--- src/rtl/lms_pkg.sv ---
package lms_pkg;

    parameter int unsigned VAL_W = 4;

    typedef logic [VAL_W-1:0] val_t;

    typedef struct packed {
        logic vld;
        val_t val;
    } slot_t;

    localparam slot_t SLOT_EMPTY = '{vld: 1'b0, val: '0};

    typedef enum logic {
        ST_COLLECT = 1'b0,
        ST_DRAIN   = 1'b1
    } phase_e;

    // left side wins on ties or when the right side is empty
    function automatic logic left_first(slot_t a, slot_t b);
        return a.vld && (!b.vld || (a.val >= b.val));
    endfunction

endpackage

--- src/rtl/lms_cas_cell.sv ---
module lms_cas_cell
    import lms_pkg::*;
(
    input  logic  clk,
    input  logic  rst,
    input  slot_t in_slot,
    input  logic  shift_en,
    input  slot_t shift_slot,
    output slot_t held,
    output slot_t passed
);

    always_ff @(posedge clk) begin
        if (rst) begin
            held   <= SLOT_EMPTY;
            passed <= SLOT_EMPTY;
        end else if (shift_en) begin
            // drain: move the neighbour's value up toward the lane head
            held   <= shift_slot;
            passed <= SLOT_EMPTY;
        end else if (in_slot.vld) begin
            if (!held.vld) begin
                held   <= in_slot;
                passed <= SLOT_EMPTY;
            end else if (in_slot.val > held.val) begin
                held   <= in_slot;
                passed <= held;
            end else begin
                // smaller or equal: the incoming value travels on
                passed <= in_slot;
            end
        end else begin
            passed <= SLOT_EMPTY;
        end
    end

endmodule

--- src/rtl/lms_lane.sv ---
module lms_lane
    import lms_pkg::*;
#(
    parameter int NPE = 4
) (
    input  logic  clk,
    input  logic  rst,
    input  logic  take,
    input  val_t  in_val,
    input  logic  pop,
    input  logic  clr,
    output slot_t head,
    output logic  accepted
);

    localparam int CAP   = NPE + 1;
    localparam int CNT_W = $clog2(CAP + 1);

    logic [CNT_W-1:0] fill_cnt;
    slot_t            held   [NPE];
    slot_t            passed [NPE];
    slot_t            tail;
    slot_t            entry;

    assign accepted = take && (fill_cnt < CNT_W'(CAP));
    assign entry    = '{vld: accepted, val: in_val};
    assign head     = held[0];

    always_ff @(posedge clk) begin
        if (rst || clr) begin
            fill_cnt <= '0;
        end else if (accepted) begin
            fill_cnt <= fill_cnt + 1'b1;
        end
    end

    for (genvar i = 0; i < NPE; i++) begin : g_cell
        slot_t up_slot;
        slot_t down_slot;
        if (i == 0) begin : g_first
            assign up_slot = entry;
        end else begin : g_mid
            assign up_slot = passed[i-1];
        end
        if (i == NPE - 1) begin : g_last
            assign down_slot = tail;
        end else begin : g_inner
            assign down_slot = held[i+1];
        end
        lms_cas_cell u_cell (
            .clk        (clk),
            .rst        (rst),
            .in_slot    (up_slot),
            .shift_en   (pop),
            .shift_slot (down_slot),
            .held       (held[i]),
            .passed     (passed[i])
        );
    end

    // slot past the last cell catches the value that leaves the chain
    always_ff @(posedge clk) begin
        if (rst || pop) begin
            tail <= SLOT_EMPTY;
        end else if (passed[NPE-1].vld) begin
            tail <= passed[NPE-1];
        end
    end

endmodule

--- src/rtl/lms_merge2.sv ---
module lms_merge2
    import lms_pkg::*;
(
    input  slot_t a_slot,
    input  slot_t b_slot,
    input  logic  pop_out,
    output slot_t head,
    output logic  pop_a,
    output logic  pop_b
);

    logic a_wins;

    assign a_wins = left_first(a_slot, b_slot);
    assign head   = a_wins ? a_slot : b_slot;
    assign pop_a  = pop_out && a_wins;
    assign pop_b  = pop_out && !a_wins && b_slot.vld;

endmodule

--- src/rtl/stream_merge_sorter.sv ---
module stream_merge_sorter
    import lms_pkg::*;
#(
    parameter int LANES = 4,
    parameter int NPE   = 4
) (
    input  logic                   clk,
    input  logic                   rst,
    input  logic [LANES-1:0]       in_valid,
    input  logic [LANES*VAL_W-1:0] in_data,
    output logic                   out_valid,
    output logic [VAL_W-1:0]       out_data
);

    localparam int CAP          = NPE + 1;
    localparam int NODES        = 2 * LANES;
    localparam int IDLE_W       = $clog2(NPE + 1);
    localparam int FLUSH_CYCLES = NPE + LANES * CAP + 1;

    phase_e            phase;
    logic [IDLE_W-1:0] idle_cnt;
    logic              have_data;
    logic              draining;
    logic              root_vld;
    logic              drain_done;
    logic [LANES-1:0]  lane_acc;

    slot_t node_head [1:NODES-1];
    logic  node_pop  [1:NODES-1];

    assign draining   = (phase == ST_DRAIN);
    assign root_vld   = node_head[1].vld;
    assign drain_done = draining && !root_vld;
    assign node_pop[1] = draining && root_vld;

    for (genvar l = 0; l < LANES; l++) begin : g_lane
        lms_lane #(.NPE(NPE)) u_lane (
            .clk      (clk),
            .rst      (rst),
            .take     (in_valid[l] && !draining),
            .in_val   (in_data[l*VAL_W +: VAL_W]),
            .pop      (node_pop[LANES+l]),
            .clr      (drain_done),
            .head     (node_head[LANES+l]),
            .accepted (lane_acc[l])
        );
    end

    // heap-indexed tree: node k merges children 2k and 2k+1
    for (genvar k = 1; k < LANES; k++) begin : g_node
        lms_merge2 u_merge (
            .a_slot  (node_head[2*k]),
            .b_slot  (node_head[2*k+1]),
            .pop_out (node_pop[k]),
            .head    (node_head[k]),
            .pop_a   (node_pop[2*k]),
            .pop_b   (node_pop[2*k+1])
        );
    end

    always_ff @(posedge clk) begin
        if (rst) begin
            phase     <= ST_COLLECT;
            idle_cnt  <= '0;
            have_data <= 1'b0;
            out_valid <= 1'b0;
            out_data  <= '0;
        end else begin
            case (phase)
                ST_COLLECT: begin
                    out_valid <= 1'b0;
                    if (|in_valid) begin
                        idle_cnt  <= '0;
                        have_data <= 1'b1;
                    end else if (have_data) begin
                        if (idle_cnt == IDLE_W'(NPE - 1)) begin
                            phase    <= ST_DRAIN;
                            idle_cnt <= '0;
                        end else begin
                            idle_cnt <= idle_cnt + 1'b1;
                        end
                    end
                end
                ST_DRAIN: begin
                    if (root_vld) begin
                        out_valid <= 1'b1;
                        out_data  <= node_head[1].val;
                    end else begin
                        out_valid <= 1'b0;
                        have_data <= 1'b0;
                        phase     <= ST_COLLECT;
                    end
                end
                default: phase <= ST_COLLECT;
            endcase
        end
    end

endmodule

--- config.mk ---
export PLATFORM = sky130hd
export DESIGN_NAME = stream_merge_sorter
export DESIGN_NICKNAME = d
export VERILOG_FILES = /design/src/rtl/lms_pkg.sv /design/src/rtl/lms_cas_cell.sv /design/src/rtl/lms_lane.sv /design/src/rtl/lms_merge2.sv /design/src/rtl/stream_merge_sorter.sv
export SDC_FILE = /design/constraint.sdc
export NUM_CORES = 1
export LEC_CHECK = 0
export BUFFER_PORTS_ARGS = -buffer_cell sky130_fd_sc_hd__buf_4
export CORE_MARGIN = 2
export CORE_UTILIZATION = 57
export CTS_CLUSTER_DIAMETER = 40
export DETAILED_ROUTE_END_ITERATION = 8
export PLACE_DENSITY = 0.77
export SLEW_MARGIN = 30
export SYNTH_ARGS = -nofsm -noshare
export SYNTH_HDL_FRONTEND = slang
export SYNTH_SLANG_ARGS = --single-unit
--- constraint.sdc ---
create_clock -name clk -period 3.66 [get_ports clk]
set_input_delay 1.098 -clock clk [delete_from_list [all_inputs] [get_ports clk]]
set_output_delay 1.098 -clock clk [all_outputs]
set_load 0.01 [all_outputs]
* Word level (Yosys, flattened, before mapping)
Cells that the tools add are included.
** Storage, ports and cells
- Flip-flop bits (word level) :: 202
- Input port bits :: 22
- Output and inout port bits :: 5
- Word-level logic and storage cells :: 347
** Cells by class
- Add/subtract/negate cells :: 5
- Order comparisons :: 23
- Equality and inequality tests :: 19
- Multiplexer cells :: 95
- Bitwise gates (word level) :: 33
- Reduce and logical (&&, ||, !) cells :: 91
** Operators with widths (number)
- 4-bit two-way mux :: 48
- 5-bit two-way mux :: 35
- 4-bit OR reduction :: 17
- 4-bit greater-than comparator :: 16
- 3-bit by 1-bit inequality test with 1-bit output (second input constant) :: 16
- 2-bit AND reduction :: 19
- 2-bit nonzero test :: 17
- 1-bit NOT :: 33
- 1-bit logical AND :: 22
- 3-bit by 1-bit adder with 3-bit output (second input constant) :: 5
- 4-bit >= comparator :: 3
- 3-bit < comparator (second input constant) :: 4
- 3-bit two-way mux :: 3
- 1-bit zero test :: 8
- 1-bit logical OR :: 8
- 1-bit two-way mux :: 6
- 1-bit case mux with 2 select lines :: 3
- 2-bit inequality test (second input constant) :: 2
- 3-bit by 2-bit == test with 1-bit output (second input constant) :: 1

* Depth between registers and ports, before layout
- Depth after elaboration :: 15
- Mapped depth :: 17
- Depth with buffers taken out :: 13

* Cells and area by module
Synthesis repeated with hierarchy kept, for this count alone.
** Second synthesis, totals
- Cells, all modules :: 1206
- Area, all modules :: 11509.8 µm²
** Modules (own cells, without submodules)
- lms_cas_cell :: times used 16, cells each 59, area each 571.8 µm²
- lms_lane at g_lane[2].u_lane ... :: times used 2, cells each 36, area each 341.6 µm²
- lms_lane at g_lane[0].u_lane ... :: times used 2, cells each 36, area each 337.8 µm²
- lms_merge2 :: times used 3, cells each 22, area each 183.9 µm²
- stream_merge_sorter :: times used 1, cells each 52, area each 450.4 µm²

* Worst setup path after synthesis
No wires, ideal clock.
- Path kind :: register to register
- Start :: register, netlist name g_lane[1].u_lane.g_cell[0].u_cell.held[1]
- End :: register, netlist name g_lane[1].u_lane.g_cell[3].u_cell.held[1]
- Setup time :: 0.086 ns
- Data arrival time :: 3.494 ns
- Data required time :: 3.574 ns
- Path slack :: 0.080 ns
- Cell stages (with the launch flop) :: 16
- Path buffers :: 2
- Period minus slack after synthesis :: 3.580 ns
- Cells stage by stage :: dfxtp_1 > inv_1 > ha_1 > o21ai_0 > a21oi_1 > o41ai_4 > buf_2 > mux2i_1 > inv_1 > ha_1 > a21oi_1 > o21ai_1 > a21oi_1 > clkbuf_1 > nor4_1 > a211oi_1
** Between the ends
- Cells in the longest elaborated chain, start to end :: 14
- Elaborated cells on any way between the ends :: 17
- Classes of those cells :: 2 x order compare; 1 x eq/ne; 3 x mux; 11 x reduce/logical
** RTL lines
- 4-bit >= comparator :: RTL line lms_pkg.sv:21 : return a.vld && (!b.vld || (a.val >= b.val));
- 1-bit logical OR :: RTL line lms_pkg.sv:21
- 1-bit logical AND :: RTL line lms_pkg.sv:21
- 5-bit two-way mux :: RTL line lms_merge2.sv:15 : assign head = a_wins ? a_slot : b_slot;
- 4-bit >= comparator :: RTL line lms_pkg.sv:21
- 1-bit logical OR :: RTL line lms_pkg.sv:21
- 1-bit logical AND :: RTL line lms_pkg.sv:21
- 5-bit two-way mux :: RTL line lms_merge2.sv:15
- 1-bit logical AND :: RTL line stream_merge_sorter.sv:34 : assign node_pop[1] = draining && root_vld;
- 1-bit logical AND :: RTL line lms_merge2.sv:16 : assign pop_a = pop_out && a_wins;
- 1-bit logical AND (*) (2 in series) :: RTL line lms_merge2.sv:17 : assign pop_b = pop_out && !a_wins && b_slot.vld;
- 3-bit by 1-bit inequality test with 1-bit output (no source line) / 2-bit nonzero test (equally long branches)
- 2-bit AND reduction (no source line)
Every way passes the cells marked *; elsewhere a longest branch is shown, timed or not.
A chain may end at the register's enable or synchronous reset.

* Worst setup path after layout
- Start :: register, netlist name g_lane[1].u_lane.g_cell[0].u_cell.held[1]
- End :: register, netlist name g_lane[3].u_lane.g_cell[2].u_cell.held[2]
** Between the ends
- Cells in the longest elaborated chain, start to end :: 15
- Elaborated cells on any way between the ends :: 18
- Classes of those cells :: 2 x order compare; 1 x eq/ne; 3 x mux; 12 x reduce/logical
** RTL lines (RTL line)
- 4-bit >= comparator :: lms_pkg.sv:21
- 1-bit logical OR :: lms_pkg.sv:21
- 1-bit logical AND :: lms_pkg.sv:21
- 5-bit two-way mux (*) :: lms_merge2.sv:15
- 4-bit >= comparator :: lms_pkg.sv:21
- 1-bit logical OR :: lms_pkg.sv:21
- 1-bit logical AND :: lms_pkg.sv:21
- 5-bit two-way mux :: lms_merge2.sv:15
- 1-bit logical AND :: stream_merge_sorter.sv:34
- 1-bit logical AND (*) (4 in series) :: lms_merge2.sv:17
- 3-bit by 1-bit inequality test with 1-bit output (no source line) / 2-bit nonzero test (equally long branches)
- 2-bit AND reduction (no source line)
Marked as above.

==> run metrics <==
final instance area=12300 µm²; clock sink count=202; required time of the critical path=4.12 ns; DP Wirelength=16900 µm; Yosys reg bits=202; leading cell type in the layout, fill and taps excluded=dfxtp_1; compound-cell area share of the yosys netlist=16.0%; H-tree depth=1; Synth area leaders=dfxtp_1 (39%), mux2i_1 (14%), ha_1 (9.7%), nor3_1 (4.0%), a211oi_1 (3.9%); Die Span X=140 µm; Net count, final=1281; Slew @ Worst Pin=1.01 ns; status=finished, final reports clean; worst setup path class=reg -> reg; largest net degree at the start of global routing=86; Hold Vio Cnt, Final=0; fill count=1443; final hold slack=0.461 ns; Clock Path Buffers=3; Root Buffer=clkbuf_16; number of CTS-inserted buffers=31; Critical Path Start Type=flip-flop; top cell type's share of synthesized area=38.5%; largest family of logic cells by synthesized area=compound AO/OA/AOI/OAI gates; Initial Utilization=58.2%; hold crit path type=reg -> reg; fmax=284 MHz; global route total overflow=0; commonest cells after routing, fill and taps aside=dfxtp_1 (202), mux2i_1 (147), inv_1 (105); CTS tree=built; clock slew at reported path FFs=0.06 ns; Final Max Tran Viols=0; simple-gate share of the synthesized area=14.6%; syn_nets=1245; hold_buf cts=0; Synth Flop Type=dfxtp_1; share of cells above drive strength 1=13.0%; Layout Utilization=68.2%; EDFF count, synth=0; Core ar.=18000 µm²; fin crit period=3.52 ns; PortBufs=26; asr flop ratio synth=0%; Static Leak=4.78 nW; Post-Synth Adder-Cell Area=9.66%; sequential element share of the synthesized area=38.5%; CP endpoint kind=flip-flop; total global-route track usage=25.1%; DR DRC count=0; Worst Skew=0.0358 ns; setup_tns=0 ns; mux contribution to synthesized area=14.3%; Cells after Synth=1142; Worst VDD drop=0.430 mV; clk_lat worst skew=0.56 ns; die area=19500 µm²; vias per std cell=6.03; Slew headroom=32.8%; RSZ-0062 raised after global routing=yes; first-pass GRT wire length=42000 µm; final RePlAce weighted congestion=0.890; ANT nets after route=0; Via Count=8637; pwr dens=478 nW/µm²; worst path arrival time=3.97 ns; Setup violations, final=0; Avg Synthesized Cell Area=9.19 µm²; iteration count of the initial detailed-routing pass=5; vias in the first global route=8747; cell area after synthesis=10500 µm²; Synth warnings=0; Max-Cap Viols=0; crit path max fanout=19; ANT cells=0; 1st-iter DRT viols=610; Yosys cell types=57; # IOs=27; Die Y=140 µm; placed inst area=11000 µm²; XOR/XNOR share of the synthesized area=0.668%; Layout area overhead=17.1%; detailed-route wire length=24600 µm; R2R Setup Slk=0.14 ns; # rows=49; Period Utilization, post-route=96.1%; cell taking the most area after synthesis=dfxtp_1; WL/cell=17.2 µm; initial antenna violation count=0; Tot Pwr=0.00587 W
sequential cells by signal (all words and copies together) (netlist names):
register	cells
have_data	1
out_valid	1
g_lane.u_lane.g_cell.u_cell.passed	80
out_data	4
idle_cnt	3
g_lane.u_lane.fill_cnt	12
g_lane.u_lane.g_cell.down_slot	20
draining	1
g_lane.u_lane.g_cell.u_cell.held	80
metrics by stage:
step,instances,setup WS (ns)
3_5_place_dp,1373,0.0149
5_1_grt,1432,-0.0799
6_report,1432,0.144
4_1_cts,1431,0.0245
2_1_floorplan,1142,0.0804
3_3_place_gp,1373,0.139
kinds of logic (layout without fill, tap and decap cells):
group	Yosys count	in the layout
and+or+nand+nor	310	310
DFF	202	202
xor gates and xnor gates	8	8
adders and majority gates	81	81
buffers and inverters	163	224
muxes	150	150
AOI/OAI and AO/OA	228	228
final timing paths:
| path | depth (start not counted) | end | start |
|---|---|---|---|
| worst min-delay path | 2 | idle_cnt[1] | idle_cnt[1] |
| worst max register to register | 15 | g_lane[3].u_lane.g_cell[2].u_cell.held[2] | g_lane[1].u_lane.g_cell[0].u_cell.held[1] |
| worst min register to register | 2 | idle_cnt[1] | idle_cnt[1] |
| worst max-delay path | 15 | g_lane[3].u_lane.g_cell[2].u_cell.held[2] | g_lane[1].u_lane.g_cell[0].u_cell.held[1] |
worst max-delay path, cell delays in order, from the launching register on:
cell	delay, ns
dfxtp_1	0.33
inv_1	0.06
ha_1	0.31
o21ai_0	0.15
a21oi_1	0.09
o41ai_4	0.30
buf_4	0.20
mux2i_1	0.25
inv_1	0.09
ha_1	0.17
o21bai_1	0.20
a21boi_1	0.18
a311o_2	0.43
nand2b_1	0.17
buf_4	0.22
a211oi_1	0.25
final cells by class:
type	count	area (µm²)	share of cell area (%)
Tap cell	229	287	2.33
Clock inverter	25	299	2.43
Clock buffer	33	793	6.45
Sequential cell	202	4040	32.9
Timing Repair Buffer	60	467	3.80
Multi-Input combinational cell	777	6000	48.8
Inverter	106	398	3.24
cell usage after synthesis, types with 7 or more instances:
cell	instances
dfxtp_1	202
mux2i_1	147
inv_1	105
nor2_1	89
nor3_1	84
ha_1	81
a211oi_1	54
clkbuf_1	33
nand2_1	31
nor4_1	30
a21oi_1	28
o21ai_0	27
o31ai_1	18
nand4_1	17
o21a_1	15
nand2b_1	13
nor2b_1	13
a31oi_1	12
buf_2	12
nand3_1	11
o2111ai_1	10
a21bo_1	9
and3_1	8
buf_1	8
o21ai_1	7
per-layer routing:
| metal | GRT usage (%) | wire length (µm) | part of all wire [%] | vias to the layer above |
|---|---|---|---|---|
| met4 | 7.21 | 527 | 2.1 | 0 |
| met3 | 3.72 | 1170 | 4.7 | 48 |
| met5 | 0 | 0 | 0 | - |
| met2 | 42.6 | 11900 | 48 | 213 |
| met1 | 33.4 | 11100 | 45 | 4142 |
| li1 | - | - | - | 4234 |
timing repair:
action	in CTS	in global routing
endpoints found under the setup margin	3	103
setup buffers	0	1
gates resized for setup	1	29
pin swaps	0	1
power breakdown:
group / total (W) / internal [W] / leakage, nW / switching, W
Clock: 0.00303 / 0.00184 / 0.521 / 0.00119
Combinational: 0.000571 / 0.000227 / 2.63 / 0.000345
Sequential: 0.00227 / 0.00224 / 1.63 / 0.0000349
Note: power is estimated with default switching activity, not from simulation.
